`src/rtl/ea_pkg.sv`:
```
package ea_pkg;
    localparam int WORD_W   = 36;
    localparam int ADDR_W   = 15;
    localparam int TAG_W    = 3;
    localparam int FLAG_W   = 2;
    localparam int GAP_W    = 4;
    localparam int DEC_W    = 15;
    localparam int NUM_XR   = (1 << TAG_W) - 1;
    localparam int Y_LSB    = 0;
    localparam int TAG_LSB  = Y_LSB + ADDR_W;
    localparam int DEC_LSB  = TAG_LSB + TAG_W;
    localparam int FLAG_LSB = TAG_LSB + TAG_W + GAP_W;

    typedef logic [WORD_W-1:0] word_t;
    typedef logic [ADDR_W-1:0] addr_t;
    typedef logic [TAG_W-1:0]  tag_t;
    typedef logic [FLAG_W-1:0] flag_t;

    localparam flag_t FLAG_IND = '1;

    typedef struct packed {
        flag_t flag;
        tag_t  tag;
        addr_t y;
        logic [DEC_W-1:0] dec;
    } fields_t;

    typedef enum logic {SEQ_IDLE, SEQ_WAIT} seq_t;

    function automatic fields_t split_word(word_t w);
        fields_t f;
        f.flag = w[FLAG_LSB +: FLAG_W];
        f.tag  = w[TAG_LSB  +: TAG_W];
        f.y    = w[Y_LSB    +: ADDR_W];
        f.dec  = w[DEC_LSB  +: DEC_W];
        return f;
    endfunction

    // Register idx is chosen by tag: in combining mode only power-of-two
    // registers exist and each set tag bit picks one; otherwise tag == idx.
    function automatic logic xr_hit(logic multi, tag_t tag, int idx);
        if (multi)
            return ((idx & (idx - 1)) == 0) && ((int'(tag) & idx) != 0);
        return int'(tag) == idx;
    endfunction
endpackage

```
`src/rtl/ea_xrf.sv`:
```
module ea_xrf
    import ea_pkg::*;
(
    input  logic  clk,
    input  logic  rst,
    input  logic  ld_en,
    input  tag_t  ld_tag,
    input  addr_t ld_val,
    input  logic  leave,
    input  tag_t  rd_tag,
    output addr_t rd_val,
    output logic  multi
);
    logic                        multi_q;
    logic [NUM_XR:1][ADDR_W-1:0] xr_q;
    logic [NUM_XR:1]             wr_mask;
    logic [NUM_XR:1]             rd_mask;

    generate
        for (genvar i = 1; i <= NUM_XR; i++) begin : g_sel
            assign wr_mask[i] = ld_en && xr_hit(multi_q, ld_tag, i);
            assign rd_mask[i] = xr_hit(multi_q, rd_tag, i);
        end
    endgenerate

    always_ff @(posedge clk) begin
        if (rst) begin
            multi_q <= 1'b1;
            xr_q    <= '0;
        end else begin
            if (leave)
                multi_q <= 1'b0;
            for (int i = 1; i <= NUM_XR; i++)
                if (wr_mask[i])
                    xr_q[i] <= ld_val;
        end
    end

    // In single mode at most one hit, so the OR also serves as a mux.
    always_comb begin
        rd_val = '0;
        for (int i = 1; i <= NUM_XR; i++)
            if (rd_mask[i])
                rd_val = rd_val | xr_q[i];
    end

    assign multi = multi_q;

    AST_TAG0_NO_WRITE: assert property (@(posedge clk) disable iff (rst)
        (ld_en && ld_tag == '0) |=> $stable(xr_q));
    AST_MODE_STICKY: assert property (@(posedge clk) disable iff (rst)
        !multi_q |=> !multi_q);
endmodule

```
`src/rtl/ea_seq.sv`:
```
module ea_seq
    import ea_pkg::*;
(
    input  logic    clk,
    input  logic    rst,
    input  logic    start,
    input  fields_t cmd_f,
    input  logic    idx_ctl,
    input  logic    mem_rvalid,
    input  fields_t mem_f,
    input  addr_t   ct,
    output tag_t    rd_tag,
    output logic    mem_req,
    output addr_t   mem_addr,
    output logic    busy,
    output logic    done,
    output addr_t   ea
);
    seq_t  state_q;
    addr_t sel_y;
    addr_t diff;

    assign sel_y  = (state_q == SEQ_WAIT) ? mem_f.y   : cmd_f.y;
    assign rd_tag = (state_q == SEQ_WAIT) ? mem_f.tag : cmd_f.tag;
    assign diff   = sel_y - ct;
    assign busy   = (state_q == SEQ_WAIT);

    always_ff @(posedge clk) begin
        if (rst) begin
            state_q  <= SEQ_IDLE;
            mem_req  <= 1'b0;
            mem_addr <= '0;
            done     <= 1'b0;
            ea       <= '0;
        end else begin
            mem_req <= 1'b0;
            done    <= 1'b0;
            case (state_q)
                SEQ_IDLE: if (start) begin
                    if (idx_ctl) begin
                        ea   <= cmd_f.y;
                        done <= 1'b1;
                    end else if (cmd_f.flag == FLAG_IND) begin
                        mem_addr <= diff;
                        mem_req  <= 1'b1;
                        state_q  <= SEQ_WAIT;
                    end else begin
                        ea   <= diff;
                        done <= 1'b1;
                    end
                end
                SEQ_WAIT: if (mem_rvalid) begin
                    ea      <= diff;
                    done    <= 1'b1;
                    state_q <= SEQ_IDLE;
                end
                default: state_q <= SEQ_IDLE;
            endcase
        end
    end

    AST_DIRECT_DONE: assert property (@(posedge clk) disable iff (rst)
        (start && !busy && (idx_ctl || cmd_f.flag != FLAG_IND)) |=> done);
    AST_REQ_PULSE: assert property (@(posedge clk) disable iff (rst)
        mem_req |=> !mem_req);
    AST_REQ_IN_WAIT: assert property (@(posedge clk) disable iff (rst)
        mem_req |-> busy);
    AST_DATA_DONE: assert property (@(posedge clk) disable iff (rst)
        (busy && mem_rvalid) |=> (done && !busy));
    AST_NO_DONE_WAITING: assert property (@(posedge clk) disable iff (rst)
        (busy && !mem_rvalid) |=> !done);
endmodule

```
`src/rtl/ea_gen.sv`:
```
module ea_gen
    import ea_pkg::*;
(
    input  logic                clk,
    input  logic                rst,
    input  logic                start,
    input  logic [WORD_W-1:0]   instr,
    input  logic                idx_ctl,
    input  logic                ld_en,
    input  logic [WORD_W-1:0]   ld_word,
    input  logic                mt_leave,
    output logic                mem_req,
    output logic [ADDR_W-1:0]   mem_addr,
    input  logic                mem_rvalid,
    input  logic [WORD_W-1:0]   mem_rdata,
    output logic                busy,
    output logic                done,
    output logic [ADDR_W-1:0]   ea
);
    fields_t cmd_f;
    fields_t mem_f;
    fields_t ld_f;
    tag_t    rd_tag;
    addr_t   ct;
    logic    multi;

    assign cmd_f = split_word(instr);
    assign mem_f = split_word(mem_rdata);
    assign ld_f  = split_word(ld_word);

    ea_xrf i_xrf (
        .clk    (clk),
        .rst    (rst),
        .ld_en  (ld_en),
        .ld_tag (ld_f.tag),
        .ld_val (ld_f.dec),
        .leave  (mt_leave),
        .rd_tag (rd_tag),
        .rd_val (ct),
        .multi  (multi)
    );

    ea_seq i_seq (
        .clk        (clk),
        .rst        (rst),
        .start      (start),
        .cmd_f      (cmd_f),
        .idx_ctl    (idx_ctl),
        .mem_rvalid (mem_rvalid),
        .mem_f      (mem_f),
        .ct         (ct),
        .rd_tag     (rd_tag),
        .mem_req    (mem_req),
        .mem_addr   (mem_addr),
        .busy       (busy),
        .done       (done),
        .ea         (ea)
    );

    AST_RESET_MODE: assert property (@(posedge clk)
        rst |=> multi);
endmodule

```
`config.mk`:
```
export PLATFORM = sky130hd
export DESIGN_NAME = ea_gen
export DESIGN_NICKNAME = d
export VERILOG_FILES = /design/src/rtl/ea_pkg.sv /design/src/rtl/ea_xrf.sv /design/src/rtl/ea_seq.sv /design/src/rtl/ea_gen.sv
export SDC_FILE = /design/constraint.sdc
export NUM_CORES = 1
export LEC_CHECK = 0
export BUFFER_PORTS_ARGS = -buffer_cell sky130_fd_sc_hd__buf_2
export CAP_MARGIN = 30
export CORE_MARGIN = 1
export CORE_UTILIZATION = 49
export DETAILED_ROUTE_END_ITERATION = 10
export GPL_ROUTABILITY_DRIVEN = 0
export PLACE_DENSITY = 0.73
export SLEW_MARGIN = 30
export SYNTH_ARGS = -nofsm -noshare
export SYNTH_HDL_FRONTEND = slang
export SYNTH_SLANG_ARGS = --single-unit
```
`constraint.sdc`:
```
create_clock -name clk -period 4.08 [get_ports clk]
set_input_delay 0.816 -clock clk [delete_from_list [all_inputs] [get_ports clk]]
set_output_delay 0.816 -clock clk [all_outputs]
set_load 0.005 [all_outputs]
```
[Yosys cells after proc, flatten, opt, wreduce, memory -nomap -nowiden]
Cells that the tools add are included.
Widths: inputs -> output; s select.
Word-level totals
  input port bits: 115
  register bits after elaboration: 139
  logic and storage cells: 96
Cells by class
  bitwise logic cells: 8
  muxes and demuxes: 46
  eq/ne operators: 18
  reduce and logical (&&, ||, !) cells: 10
  add/sub/neg operators: 1
Operator list (number)
  $mux 15: 12
  $or 15x15->15: 6
  $mux 1: 30
  $pmux 15 s2: 1
  $eq 3x3->1 const B: 8
  $sub 15x15->15: 1
  $eq 3x2->1 const B: 4
  $logic_and 1x1->1: 7
  $eq 3x1->1 const B: 2
  $ne 2x2->1 const B: 2
  $pmux 1 s2: 2
  $reduce_and 4->1: 1
  $mux 3: 1
  $ne 3x3->1 const B: 1
  $reduce_and 3->1: 1
  $eq 2x2->1 const B: 1
  $not 1->1: 2
  $reduce_or 2->1: 1

[Longest topological paths before layout]
Gate-level depths: netlist of the first run.
  depth after elaboration: 21
  gate-level depth with buffers: 19
  depth with buffers taken out: 16

[Cells and area by module]
From an unflattened synthesis of the first run, not the netlist that was laid out.
Second synthesis, totals
  cell total of the unflattened synthesis: 955
  area, all modules: 7521.0 um^2
Modules (own cells, without submodules)
  ea_xrf: seq. area each 2122.0 um^2, times used 1, area an instance 5186.2 um^2, cells each 660
  ea_seq: seq. area each 660.6 um^2, times used 1, area an instance 2334.7 um^2, cells each 295

[Worst setup path before layout of the first run]
OpenSTA, ideal clock, no wires.
  kind: in2reg
  from: input port instr[16]
  to: register i_seq.ea[10]
  setup time: 101 ps
  setup slack: 104 ps
  arrival: 3875 ps
  stages: 15
  cells stage by stage: mux2_4 nor4_1 clkbuf_1 a222oi_1 nand3_1 ha_1 inv_1 fa_1 a21o_1 nand4_1 nand3b_1 a31oi_1 o21ai_1 xnor2_1 o41ai_1
Between the ends
  longest elaborated chain between the ends: 21
  elaborated cells between the ends (all ways): 35
  classes of those cells: add/sub (1); eq/ne (7); mux (21); bitwise (6)
Ends and longest elaborated chain
  from (decl): RTL line ea_gen.sv:7  | input logic [WORD_W-1:0] instr,
  $mux 3 (*): RTL line ea_seq.sv:24  | assign rd_tag = (state_q == SEQ_WAIT) ? mem_f.tag : cmd_f.tag;
  $eq 3x2->1: RTL line ea_pkg.sv:44  | return int'(tag) == idx;
  $mux 1: RTL line ea_pkg.sv:44
  $mux 15: RTL line ea_xrf.sv:43  | if (rd_mask[i])
  $or 15x15->15: RTL line ea_xrf.sv:44  | rd_val = rd_val | xr_q[i];
  $mux 15: RTL line ea_xrf.sv:43
  $or 15x15->15: RTL line ea_xrf.sv:44
  $mux 15: RTL line ea_xrf.sv:43
  [... 5 more ...]
  $mux 15: RTL line ea_xrf.sv:43
  $or 15x15->15: RTL line ea_xrf.sv:44
  $mux 15 (*): RTL line ea_xrf.sv:43
  $sub 15x15->15 (*): RTL line ea_seq.sv:25  | assign diff = sel_y - ct;
  $mux 15: RTL line ea_seq.sv:43  | end else if (cmd_f.flag == FLAG_IND) begin
  $mux 15: RTL line ea_seq.sv:40  | if (idx_ctl) begin
  $mux 15: RTL line ea_seq.sv:39  | SEQ_IDLE: if (start) begin
  $pmux 15 s2 (*): RTL line ea_seq.sv:38  | case (state_q)
  to (signal assigned): RTL line ea_seq.sv:41  | ea <= cmd_f.y;
  to (signal assigned): RTL line ea_seq.sv:48  | ea <= diff;
  to (signal assigned): RTL line ea_seq.sv:53  | ea <= diff;
  to (decl): RTL line ea_seq.sv:17  | output addr_t ea
Mark *: on every way between the ends. The rest lies on a longest branch, timed or not. The select of a mux whose other input is x is not followed.
A chain may end at the register's enable or synchronous reset.

[Worst setup path after layout of the first run]
  from: register i_seq.state_q, in the netlist i_seq.busy
  to: register i_seq.ea[14]
Between the ends
  longest elaborated chain between the ends: 21
  elaborated cells between the ends (all ways): 43
  classes of those cells: add/sub (1); eq/ne (10); mux (24); bitwise (7); reduce/logical (1)
Ends and longest elaborated chain
  from (decl): RTL line ea_seq.sv:19  | seq_t state_q;
  from (signal assigned): RTL line ea_seq.sv:30  | state_q <= SEQ_IDLE;
  from (signal assigned): RTL line ea_seq.sv:46  | state_q <= SEQ_WAIT;
  from (signal assigned): RTL line ea_seq.sv:55  | state_q <= SEQ_IDLE;
  $mux 3: RTL line ea_seq.sv:24
  $eq 3x2->1 / $mux 1 (equally long branches): RTL line ea_pkg.sv:44, ea_pkg.sv:42
  $mux 1: RTL line ea_pkg.sv:44
  $mux 15: RTL line ea_xrf.sv:43
  $or 15x15->15: RTL line ea_xrf.sv:44
  $mux 15: RTL line ea_xrf.sv:43
  $or 15x15->15: RTL line ea_xrf.sv:44
  $mux 15: RTL line ea_xrf.sv:43
  [... 5 more ...]
  $mux 15: RTL line ea_xrf.sv:43
  $or 15x15->15: RTL line ea_xrf.sv:44
  $mux 15: RTL line ea_xrf.sv:43
  $sub 15x15->15: RTL line ea_seq.sv:25
  $mux 15: RTL line ea_seq.sv:43
  $mux 15: RTL line ea_seq.sv:40
  $mux 15: RTL line ea_seq.sv:39
  $pmux 15 s2: RTL line ea_seq.sv:38
Several ways; a longest one is shown, not always the timed one. The select of a mux whose other input is x is not followed.

==> key figures, run 1 <==
Critical path
  • Largest delay share family, worst path: compound AO/OA/AOI/OAI gates
  • Worst Path Max Fanout: 8
  • Crit. End Element: register
  • Crit start category: register
  • Cell Chain, Critical Path: buf_4 > nor3b_1 > o31a_1 > buf_12 > a222oi_1 > nand2_1 > a221oi_1 > ha_1 > a21o_1 > a21o_1 > or3_1 > a211o_1 > and3b_1 > mux2i_1 > o311a_1
  • Crit path max-delay cell type: dfxtp_1
  • CP peak stage delay: 0.39 ns
  • Top cell by count, worst path: a21o_1
  • Buf+Inv Stages, Crit Path: 2
  • Worst EP required: 4.45 ns
  • Worst Path Arrival: 4.23 ns
  • Crit path kind: reg -> reg

Clock tree
  • CTS Hold Bufs: 0
  • Setup Buffers After CTS: 0
  • Clock root cell: clkbuf_16
  • Clock sink total: 139
  • CTS Buf Count: 17
  • Post-CTS sizing: 0
  • CTS H-tree depth: 4
  • CTS Buffer Depth: 2
  • TritonCTS clock tree: yes
  • Clock slew at reported path FFs: 0.06 ns
  • Clock Latency Late Sink: 0.42 ns

GRT
  • Total GRT Usage: 0.265
  • Antenna violations before repair: 0
  • Largest net degree at the start of global routing: 108
  • GRT overflow: 0
  • First-pass GRT wire length: 29000 um
  • Vias in the first global route: 5840

STA
  • Clock skew: 0.00415 ns
  • RSZ-0062 raised after global routing: false
  • Final setup TNS: 0 ns
  • Tmin final: 3.87 ns
  • Final hold viol count: 0
  • Worst slew margin: 0.418
  • Setup slack after layout: 0.213 ns
  • Fin crit share: 0.948
  • Fmax: 259 MHz
  • Worst-Margin Slew: 0.872 ns
  • Final setup viols: 0
  • Fin. max-slew vios: 0

Detailed routing
  • Post-route ant nets: 0
  • DRC: 0
  • Avg WL per Cell: 16.3 um
  • Routed via count: 6157
  • Vias per cell: 5.58
  • Pre-antenna DRT Iters: 6
  • WL final: 18000 um
  • Initial DRC count: 518

Final layout
  • Area Overhead vs Synth: 23.7%
  • # diodes: 0
  • Fin nets: 1045
  • Fin area: 0.00816 mm^2
  • Layout cell share with drive strength beyond 1: 0.225
  • Final core utilization: 0.618

Power and ir drop
  • PwrDens: 430 mW/mm^2
  • Worst VDD drop: 0.000296 V
  • Leak Pwr: 3.47 nW

Yosys
  • FF+latch count, synth: 139
  • Number of synthesis warnings: 0
  • Sequential cell area fraction in the yosys report: 0.422
  • Mapped Nets: 928
  • Mapped cell area: 0.00659 mm^2
  • Yosys cell types: 57
  • Number of synthesized flops with an enable pin: 0
  • Synth Instances: 798
  • Post-synth top flop: dfxtp_1
  • Syn_area_per_cell: 8.26 um^2
  • Post-synth ARST share: 0

Floorplan
  • I/O pin cnt: 148
  • Die X: 118 um
  • Row cnt: 42
  • Starting Density: 0.500
  • Core Area: 0.0132 mm^2
  • Die Ht: 118 um
  • Die area: 0.0139 mm^2

Placement
  • DP HPWL: 12300 um
  • Pre-CTS WS: -0.125 ns
  • Post-DP Area: 0.00753 mm^2
  • IO Port Bufs: 95

Min path
  • Worst Hold Class: reg -> reg

Flow run
  • MaxCap Viol Count: 0

Run status
  • Status: finished clean
==> where the power goes <==
group	switching [W]	total, W	internal, W	leakage (nW)
Combinational	0.000287	0.000512	0.000226	2.05
Clock	0.000575	0.00156	0.000987	0.292
Sequential	0.0000266	0.00143	0.00141	1.13
Total	0.000888	0.00351	0.00262	3.47
==> layout by cell type (no fill, tap or decap), drive strengths merged, types with 9 or more instances in the layout <==
cell | Yosys | layout
buf | 6 | 151
or3 | 9 | 9
mux2 | 14 | 14
mux2i | 51 | 51
a22oi | 13 | 13
a222oi | 14 | 14
o21ai | 13 | 13
dfxtp | 139 | 139
nand2 | 192 | 192
nor3 | 10 | 10
nor2 | 67 | 67
nand3 | 13 | 13
clkbuf | 47 | 20
a21oi | 89 | 89
ha | 14 | 14
a221oi | 10 | 10
==> layer usage <==
layer / part of all wire / global-route usage
met1: 0.43 / 0.317
met2: 0.49 / 0.460
met3: 0.064 / 0.0601
met4: 0.019 / 0.0970
met5: 0 / 0
==> flip-flops by register name, summed over array words and instances, names as in the netlist <==
| name | cells |
|---|---|
| i_seq.busy | 1 |
| i_seq.done | 1 |
| i_seq.ea | 15 |
| i_seq.mem_addr | 15 |
| i_seq.mem_req | 1 |
| i_xrf.multi | 1 |
| i_xrf.xr_q | 105 |
==> kinds of logic (layout without fill, tap and decap cells) <==
group	Yosys count	count (layout)	share of synthesized area
muxes	65	65	0.102
buffers and inverters	61	191	0.0376
xor gates and xnor gates	10	10	0.0133
adders and majority gates	15	15	0.0296
AOI/OAI and AO/OA	189	189	0.192
DFF	139	139	0.422
and+or+nand+nor	319	319	0.203
==> cell usage after synthesis (2+ instances only) <==
| cell type | count | area (um^2) |
|---|---|---|
| nor2b_1 | 4 | 25.0 |
| clkbuf_1 | 47 | 176 |
| xnor2_1 | 7 | 61.3 |
| o22ai_1 | 2 | 12.5 |
| buf_6 | 2 | 22.5 |
| nor2_1 | 67 | 251 |
| or3b_1 | 2 | 17.5 |
| mux2_2 | 13 | 146 |
| inv_1 | 8 | 30.0 |
| a222oi_1 | 14 | 140 |
| nand3b_1 | 3 | 22.5 |
| a221oi_1 | 10 | 87.6 |
| or3_1 | 9 | 56.3 |
| a311oi_1 | 6 | 52.6 |
| a211o_1 | 2 | 17.5 |
| and3_1 | 4 | 25.0 |
| buf_2 | 3 | 15.0 |
| o21a_1 | 3 | 22.5 |
| a211oi_1 | 3 | 22.5 |
| o211ai_1 | 5 | 37.5 |
| xor2_1 | 3 | 26.3 |
| a22oi_1 | 13 | 97.6 |
| o41ai_1 | 2 | 17.5 |
| mux2i_1 | 50 | 500 |
| o21ai_1 | 3 | 15.0 |
| a21oi_1 | 89 | 445 |
| nor3b_1 | 2 | 15.0 |
| nor3_1 | 10 | 50.1 |
| nand2_1 | 192 | 721 |
| dfxtp_1 | 139 | 2780 |
| o21ai_0 | 10 | 50.1 |
| nand3_1 | 13 | 65.1 |
| and4_1 | 3 | 26.3 |
| nand2b_1 | 5 | 31.3 |
| a31oi_1 | 6 | 37.5 |
| o311a_1 | 3 | 30.0 |
| a21o_1 | 6 | 45.0 |
| o21bai_1 | 3 | 22.5 |
| ha_1 | 14 | 175 |
==> worst min-delay path, cell delays in order (launching register included) <==
cell and delay [ns]:
dfxtp_1 0.30, nand2_1 0.05, a21oi_1 0.05
==> path summary, 6_finish.rpt <==
kind / startpoint / end / slack (ns) / cells after the start
worst min-delay path: i_xrf.xr_q[81] / i_xrf.xr_q[81] / 0.45 / 2
worst max-delay path: i_seq.busy / i_seq.ea[14] / 0.21 / 15
worst min register to register: i_xrf.xr_q[81] / i_xrf.xr_q[81] / 0.45 / 2
worst max register to register: i_seq.busy / i_seq.ea[14] / 0.21 / 15
==> cell type report <==
cell class | count | area (um^2)
repair buffers | 151 | 915
clock buffers | 20 | 457
fillers | 1134 | 5030
multi-input cells | 598 | 3610
clock inverters | 12 | 146
flip-flops and latches | 139 | 2780
inverters | 8 | 30.0
well taps | 176 | 220
==> metrics by stage <==
step / cells / hold slack, ns / power (W)
finish: 1104 / 0.453 / 0.00351
global route: 1104 / 0.471 / 0.00365
CTS: 1104 / 0.453 / 0.00352
detailed placement: 1072 / 0.446 / 0.00196
global placement: 1072 / 0.437 / 0.00195
floorplan: 798 / 0.431 / 0.00175
Power figures use the tool's default switching activity.
==> run 2, diff against run 1 <==
--- a/config.mk
+++ b/config.mk
@@ -5,13 +5,14 @@
 export SDC_FILE = /design/constraint.sdc
 export NUM_CORES = 1
 export LEC_CHECK = 0
+export ABC_AREA = 0
 export BUFFER_PORTS_ARGS = -buffer_cell sky130_fd_sc_hd__buf_2
 export CAP_MARGIN = 30
 export CORE_MARGIN = 1
 export CORE_UTILIZATION = 49
 export DETAILED_ROUTE_END_ITERATION = 10
 export GPL_ROUTABILITY_DRIVEN = 0
-export PLACE_DENSITY = 0.73
+export PLACE_DENSITY_LB_ADDON = 0.12
 export SLEW_MARGIN = 30
 export SYNTH_ARGS = -nofsm -noshare
 export SYNTH_HDL_FRONTEND = slang
==> constraint.sdc (replaced) <==
create_clock -name clk -period 3.35 [get_ports clk]
set_input_delay 0.67 -clock clk [delete_from_list [all_inputs] [get_ports clk]]
set_output_delay 0.67 -clock clk [all_outputs]
set_load 0.005 [all_outputs]
==> run 2 against run 1 <==
The run now ends with setup timing left; sequential share of layout area down 3.4 points; die area is the same; via count grew 8.1%; global-route usage increased by 2.3 points; routed wire length increased by 12%; first-iteration DRC count grew 31%; clock power up 17%; sequential power is 22% higher; core utilization is 7.0 points higher.
==> key figures, run 2 (synthesis results as in run 1) <==
Run status
  • Status: finished with violations
  • Failing checks: setup timing

Detailed routing
  • Vias per cell: 5.74
  • Initial DRC count: 676
  • WL final: 20300 um
  • Post-route ant nets: 0
  • Avg WL per Cell: 17.5 um
  • Pre-antenna DRT Iters: 6
  • Routed via count: 6656
  • DRC: 0

Floorplan
  • Starting Density: 0.500
  • Die area: 0.0139 mm^2
  • I/O pin cnt: 148
  • Core Area: 0.0132 mm^2
  • Row cnt: 42
  • Die X: 118 um
  • Die Ht: 118 um

Power and ir drop
  • Logic pwr share: 0.191
  • Worst VDD drop: 0.000395 V
  • P_int: 0.00323 W
  • P_sw: 0.00119 W
  • Sequential power share: 0.396
  • Sw frac: 0.269
  • PwrDens: 486 mW/mm^2
  • Clock share of power: 0.413
  • Leak Pwr: 3.88 nW

Clock tree
  • CTS Buffer Depth: 2
  • CTS Buf Count: 17
  • TritonCTS clock tree: yes
  • Clock slew at reported path FFs: 0.06 ns
  • CTS H-tree depth: 4
  • Clock sink total: 139
  • Clock root cell: clkbuf_16
  • CTS Hold Bufs: 0
  • Clock Latency Late Sink: 0.43 ns

Min path
  • WHS Endpoint: i_xrf.multi
  • Hold wc startpoint: mt_leave
  • Hold path depth: 2
  • Worst Hold Class: in -> reg

STA
  • Final setup viols: 16
  • Fin crit share: 1.08
  • Fin. max-slew vios: 0
  • Setup slack after layout: -0.259 ns
  • Worst slew margin: 0.289
  • Worst-Margin Slew: 1.07 ns
  • Tmin final: 3.61 ns
  • RSZ-0062 raised after global routing: true
  • Fmax: 277 MHz
  • Clock skew: 0.0124 ns
  • Final hold viol count: 0
  • Final hold slack: 0.437 ns

Critical path
  • Crit start category: register
  • Worst Path Arrival: 3.97 ns
  • Reg2Reg Launch Point: i_seq.busy
  • R2R setup slack: -0.26 ns
  • Worst Path Max Fanout: 7
  • Worst EP required: 3.71 ns
  • Crit. End Element: register
  • R2R depth: 17
  • R2R Path End: i_seq.ea[14]
  • Crit path kind: reg -> reg

GRT
  • Largest net degree at the start of global routing: 68
  • Vias in the first global route: 6315
  • First-pass GRT wire length: 31700 um
  • Total GRT Usage: 0.288
  • GRT overflow: 0
  • Antenna violations before repair: 0

Final layout
  • Commonest cells after routing, fill and taps aside: nand2_1 (188), dfxtp_1 (138), buf_4 (95)
  • # diodes: 0
  • Most common cell after layout, fill and taps aside: nand2_1
  • Fin area: 0.00908 mm^2
  • Biggest regs: i_xrf.xr_q (105), i_seq.ea (15), i_seq.mem_addr (15)
  • Largest register FFs: 105
  • Area Overhead vs Synth: 37.8%
  • Final core utilization: 0.689
  • Fillers: 1025
  • Fin nets: 1101
  • Layout cell share with drive strength beyond 1: 0.329
  • Biggest register: i_xrf.xr_q

Placement
  • Post-DP Area: 0.00785 mm^2
  • DP HPWL: 13300 um
  • Pre-CTS WS: -0.699 ns
  • IO Port Bufs: 95

Flow run
  • MaxCap Viol Count: 0
[run 2: worst max path at each step]
stage	cells past startpoint	to	start
6_report	17	i_seq.ea[14]	i_seq.busy
5_1_grt	16	i_seq.ea[14]	i_seq.busy
4_1_cts	17	i_seq.ea[14]	i_seq.busy
3_5_place_dp	15	i_seq.mem_addr[12]	mem_rdata[15]
3_3_place_gp	15	i_seq.mem_addr[12]	mem_rdata[15]
2_1_floorplan	14	i_seq.ea[14]	instr[16]
[run 2: power groups by stage]
stage          clock network (W)  logic (W)  registers, W
3_3_place_gp                   0   0.000650       0.00178
4_1_cts                  0.00184   0.000749       0.00175
3_5_place_dp                   0   0.000670       0.00178
6_report                 0.00182   0.000844       0.00175
2_1_floorplan                  0   0.000370       0.00178
5_1_grt                  0.00191   0.000901       0.00175
[run 2: cell type report]
type / count / area [um^2] / share of cell area
clock inverter: 11 / 121 / 0.0134
timing repair buffer: 207 / 1450 / 0.160
inverter: 8 / 32.5 / 0.00358
tap: 176 / 220 / 0.0242
clock buffer: 21 / 450 / 0.0496
multi-input combinational: 598 / 4020 / 0.443
sequential: 139 / 2790 / 0.307
[run 2: layer usage]
metal | track usage | share of wire | vias up
li1 | - | - | 3175
met1 | 0.355 | 0.43 | 3145
met3 | 0.0518 | 0.061 | 42
met4 | 0.0978 | 0.020 | 0
met5 | 0 | 0 | -
met2 | 0.501 | 0.49 | 294
[run 2: critical path, stage by stage (launching register included)]
cell and delay (ns):
dfxtp_4 0.41, buf_6 0.12, mux2i_4 0.33, buf_6 0.15, a31oi_4 0.05, buf_12 0.19
buf_8 0.12, a22oi_2 0.18, nand2_1 0.08, a221oi_2 0.19, ha_1 0.28, a21o_1 0.18
a21o_1 0.19, or3_1 0.32, a211o_1 0.28, and3b_1 0.17, mux2i_1 0.14, o311a_1 0.17
[run 2: through the flow]
step	std cells	TNS [ns]	total power, W
after floorplan	798	-0.476	0.00215
after global placement	1103	-9.07	0.00243
after detailed placement	1103	-11.59	0.00245
after CTS	1152	-1.56	0.00433
after global routing	1160	-4.74	0.00457
final	1160	-2.47	0.00441
[run 2: what timing repair did]
item                                   CTS  global route
gates resized for setup                 46            41
cloned                                   1             0
pin swaps                               33            48
endpoints found under the hold margin    0             0
setup buffers                           18            10
setup endpoints to repair               24            21
==> run 3, diff against run 2 <==
==> constraint.sdc (replaced) <==
create_clock -name clk -period 3.35 [get_ports clk]
set_input_delay 0.5025 -clock clk [delete_from_list [all_inputs] [get_ports clk]]
set_output_delay 0.5025 -clock clk [all_outputs]
set_load 0.005 [all_outputs]
==> run 3 against run 2 <==
The run still ends with setup timing left; via count shrank 1.2%; sequential share of layout area rose by 0.39 points; first-iteration DRC count shrank 24%; sequential power about the same; count of clock-buffer cells in the layout did not move; sequential cell count did not move; design area down 1.3%; critical path depth is 2 lower; routed wire length shrank 2.5%; non-clock buffer count is 6 lower; maximum frequency fell by 0.20%; setup slack got worse by 0.0072 ns.
==> key figures, run 3 (synthesis results as in run 1) <==
Run status
  • Status: finished with violations
  • Failing checks: setup timing

STA
  • Clock skew: 0.00779 ns
  • Setup slack after layout: -0.266 ns
  • Worst slew margin: 0.385
  • RSZ-0062 raised after global routing: true
  • Final hold viol count: 0
  • Final hold slack: 0.252 ns
  • Fin. max-slew vios: 0
  • Fin crit share: 1.08
  • Worst-Margin Slew: 0.923 ns
  • Fmax: 277 MHz
  • Tmin final: 3.62 ns
  • Final setup viols: 16

Floorplan
  • Row cnt: 42
  • Core Area: 0.0132 mm^2
  • Starting Density: 0.500
  • I/O pin cnt: 148
  • Die X: 118 um
  • Die area: 0.0139 mm^2
  • Die Ht: 118 um

Clock tree
  • CTS Buf Count: 17
  • CTS Hold Bufs: 0
  • Clock Latency Late Sink: 0.42 ns
  • Clock sink total: 139
  • Clock root cell: clkbuf_16
  • TritonCTS clock tree: yes
  • CTS H-tree depth: 4
  • CTS Buffer Depth: 2
  • Clock slew at reported path FFs: 0.06 ns

Final layout
  • Biggest regs: i_xrf.xr_q (105), i_seq.ea (15), i_seq.mem_addr (15)
  • Multi-input gate area: 0.00395 mm^2
  • Area Overhead vs Synth: 36.0%
  • Fin nets: 1095
  • Commonest cells after routing, fill and taps aside: nand2_1 (190), dfxtp_1 (138), buf_2 (94)
  • # diodes: 0
  • Largest register FFs: 105
  • FF+latch area: 0.00279 mm^2
  • Biggest register: i_xrf.xr_q
  • Most common cell after layout, fill and taps aside: nand2_1
  • Fillers: 1055
  • Layout cell share with drive strength beyond 1: 0.314

Power and ir drop
  • Leak Pwr: 3.83 nW
  • PwrDens: 494 mW/mm^2
  • Worst VDD drop: 0.000405 V

Critical path
  • Worst Path Arrival: 3.98 ns
  • Worst EP required: 3.71 ns
  • CP peak stage delay: 0.40 ns
  • Crit. End Element: register
  • Worst Path Max Fanout: 6
  • Crit path kind: reg -> reg
  • Crit path max-delay cell type: o31a_4
  • Cell Chain, Critical Path: buf_6 > nor3b_4 > o31a_4 > buf_6 > a222oi_1 > nand2_1 > a221oi_2 > ha_1 > a21o_1 > a21o_1 > or3_4 > a211o_1 > and3b_1 > mux2i_1 > o311a_1
  • Crit start category: register

Flow run
  • MaxCap Viol Count: 0

Detailed routing
  • DRC: 0
  • Post-route ant nets: 0
  • Vias per cell: 5.70
  • Avg WL per Cell: 17.1 um
  • Pre-antenna DRT Iters: 8
  • Routed via count: 6574
  • WL final: 19700 um
  • Initial DRC count: 511

Placement
  • Pre-CTS WS: -0.481 ns
  • DP HPWL: 13100 um
  • IO Port Bufs: 95

GRT
  • Total GRT Usage: 0.288
  • First-pass GRT wire length: 31600 um
  • Antenna violations before repair: 0
  • Largest net degree at the start of global routing: 92
  • Vias in the first global route: 6352
  • GRT overflow: 0

Min path
  • Worst Hold Class: in -> reg
## run 3: cell types whose count changed in the layout (fill, tap and decap cells not counted), sizes merged
cell	before	now
buf	207	201
bufinv	2	3
clkinv	7	6
clkinvlp	2	1
inv	8	9
## run 3: worst max-delay path: cells and delay by family (launching register included)
| family | cells | cell delay (ns) |
|---|---|---|
| AOI/OAI and AO/OA | 7 | 1.72 |
| adders and majority gates | 1 | 0.28 |
| muxes | 1 | 0.13 |
| buffers and inverters | 2 | 0.28 |
| DFF | 1 | 0.38 |
| and+or+nand+nor | 4 | 0.77 |
## run 3: final timing paths
| path | slack (ns) | startpoint | endpoint | cells after the start |
|---|---|---|---|---|
| hold / removal | 0.25 | mt_leave | i_xrf.multi | 2 |
| hold reg to reg | 0.45 | i_seq.ea[2] | i_seq.ea[2] | 2 |
| setup reg to reg | -0.27 | i_seq.busy | i_seq.ea[14] | 15 |
| setup / recovery | -0.27 | i_seq.busy | i_seq.ea[14] | 15 |
## run 3: where the power goes
part	leakage [nW]	internal, W	total, W	switching [W]
sequential	1.13	0.00171	0.00174	0.0000318
clock	0.291	0.00119	0.00190	0.000713
combinational	2.41	0.000371	0.000783	0.000412
## run 3: repair_timing
action	in CTS	in global routing
resized for setup	51	26
buffers inserted	17	3
endpoints found under the setup margin	21	21
pin swaps	34	30
## run 3: cell type report
class,instances,share of cell area
multi-input cells,598,0.440
flip-flops and latches,139,0.311
repair buffers,201,0.155
clock buffers,21,0.0502
well taps,176,0.0246
clock inverters,11,0.0160
inverters,8,0.00335
## run 3: stage by stage
stage	cell area, um^2	util	total power [W]	std cells	TNS (ns)
after detailed placement	7850	0.595	0.00245	1104	-6.47
after global routing	8970	0.680	0.00459	1154	-4.93
after CTS	8810	0.668	0.00440	1153	-2.13
after global placement	7850	0.595	0.00243	1104	-5.56
after floorplan	6660	-	0.00215	798	0
final	8970	0.680	0.00443	1154	-2.49
## run 3: layer usage
| layer | wire length [um] | global-route usage |
|---|---|---|
| met4 | 374 | 0.113 |
| met5 | 0 | 0 |
| met3 | 1340 | 0.0499 |
| met1 | 8190 | 0.344 |
| met2 | 9850 | 0.510 |
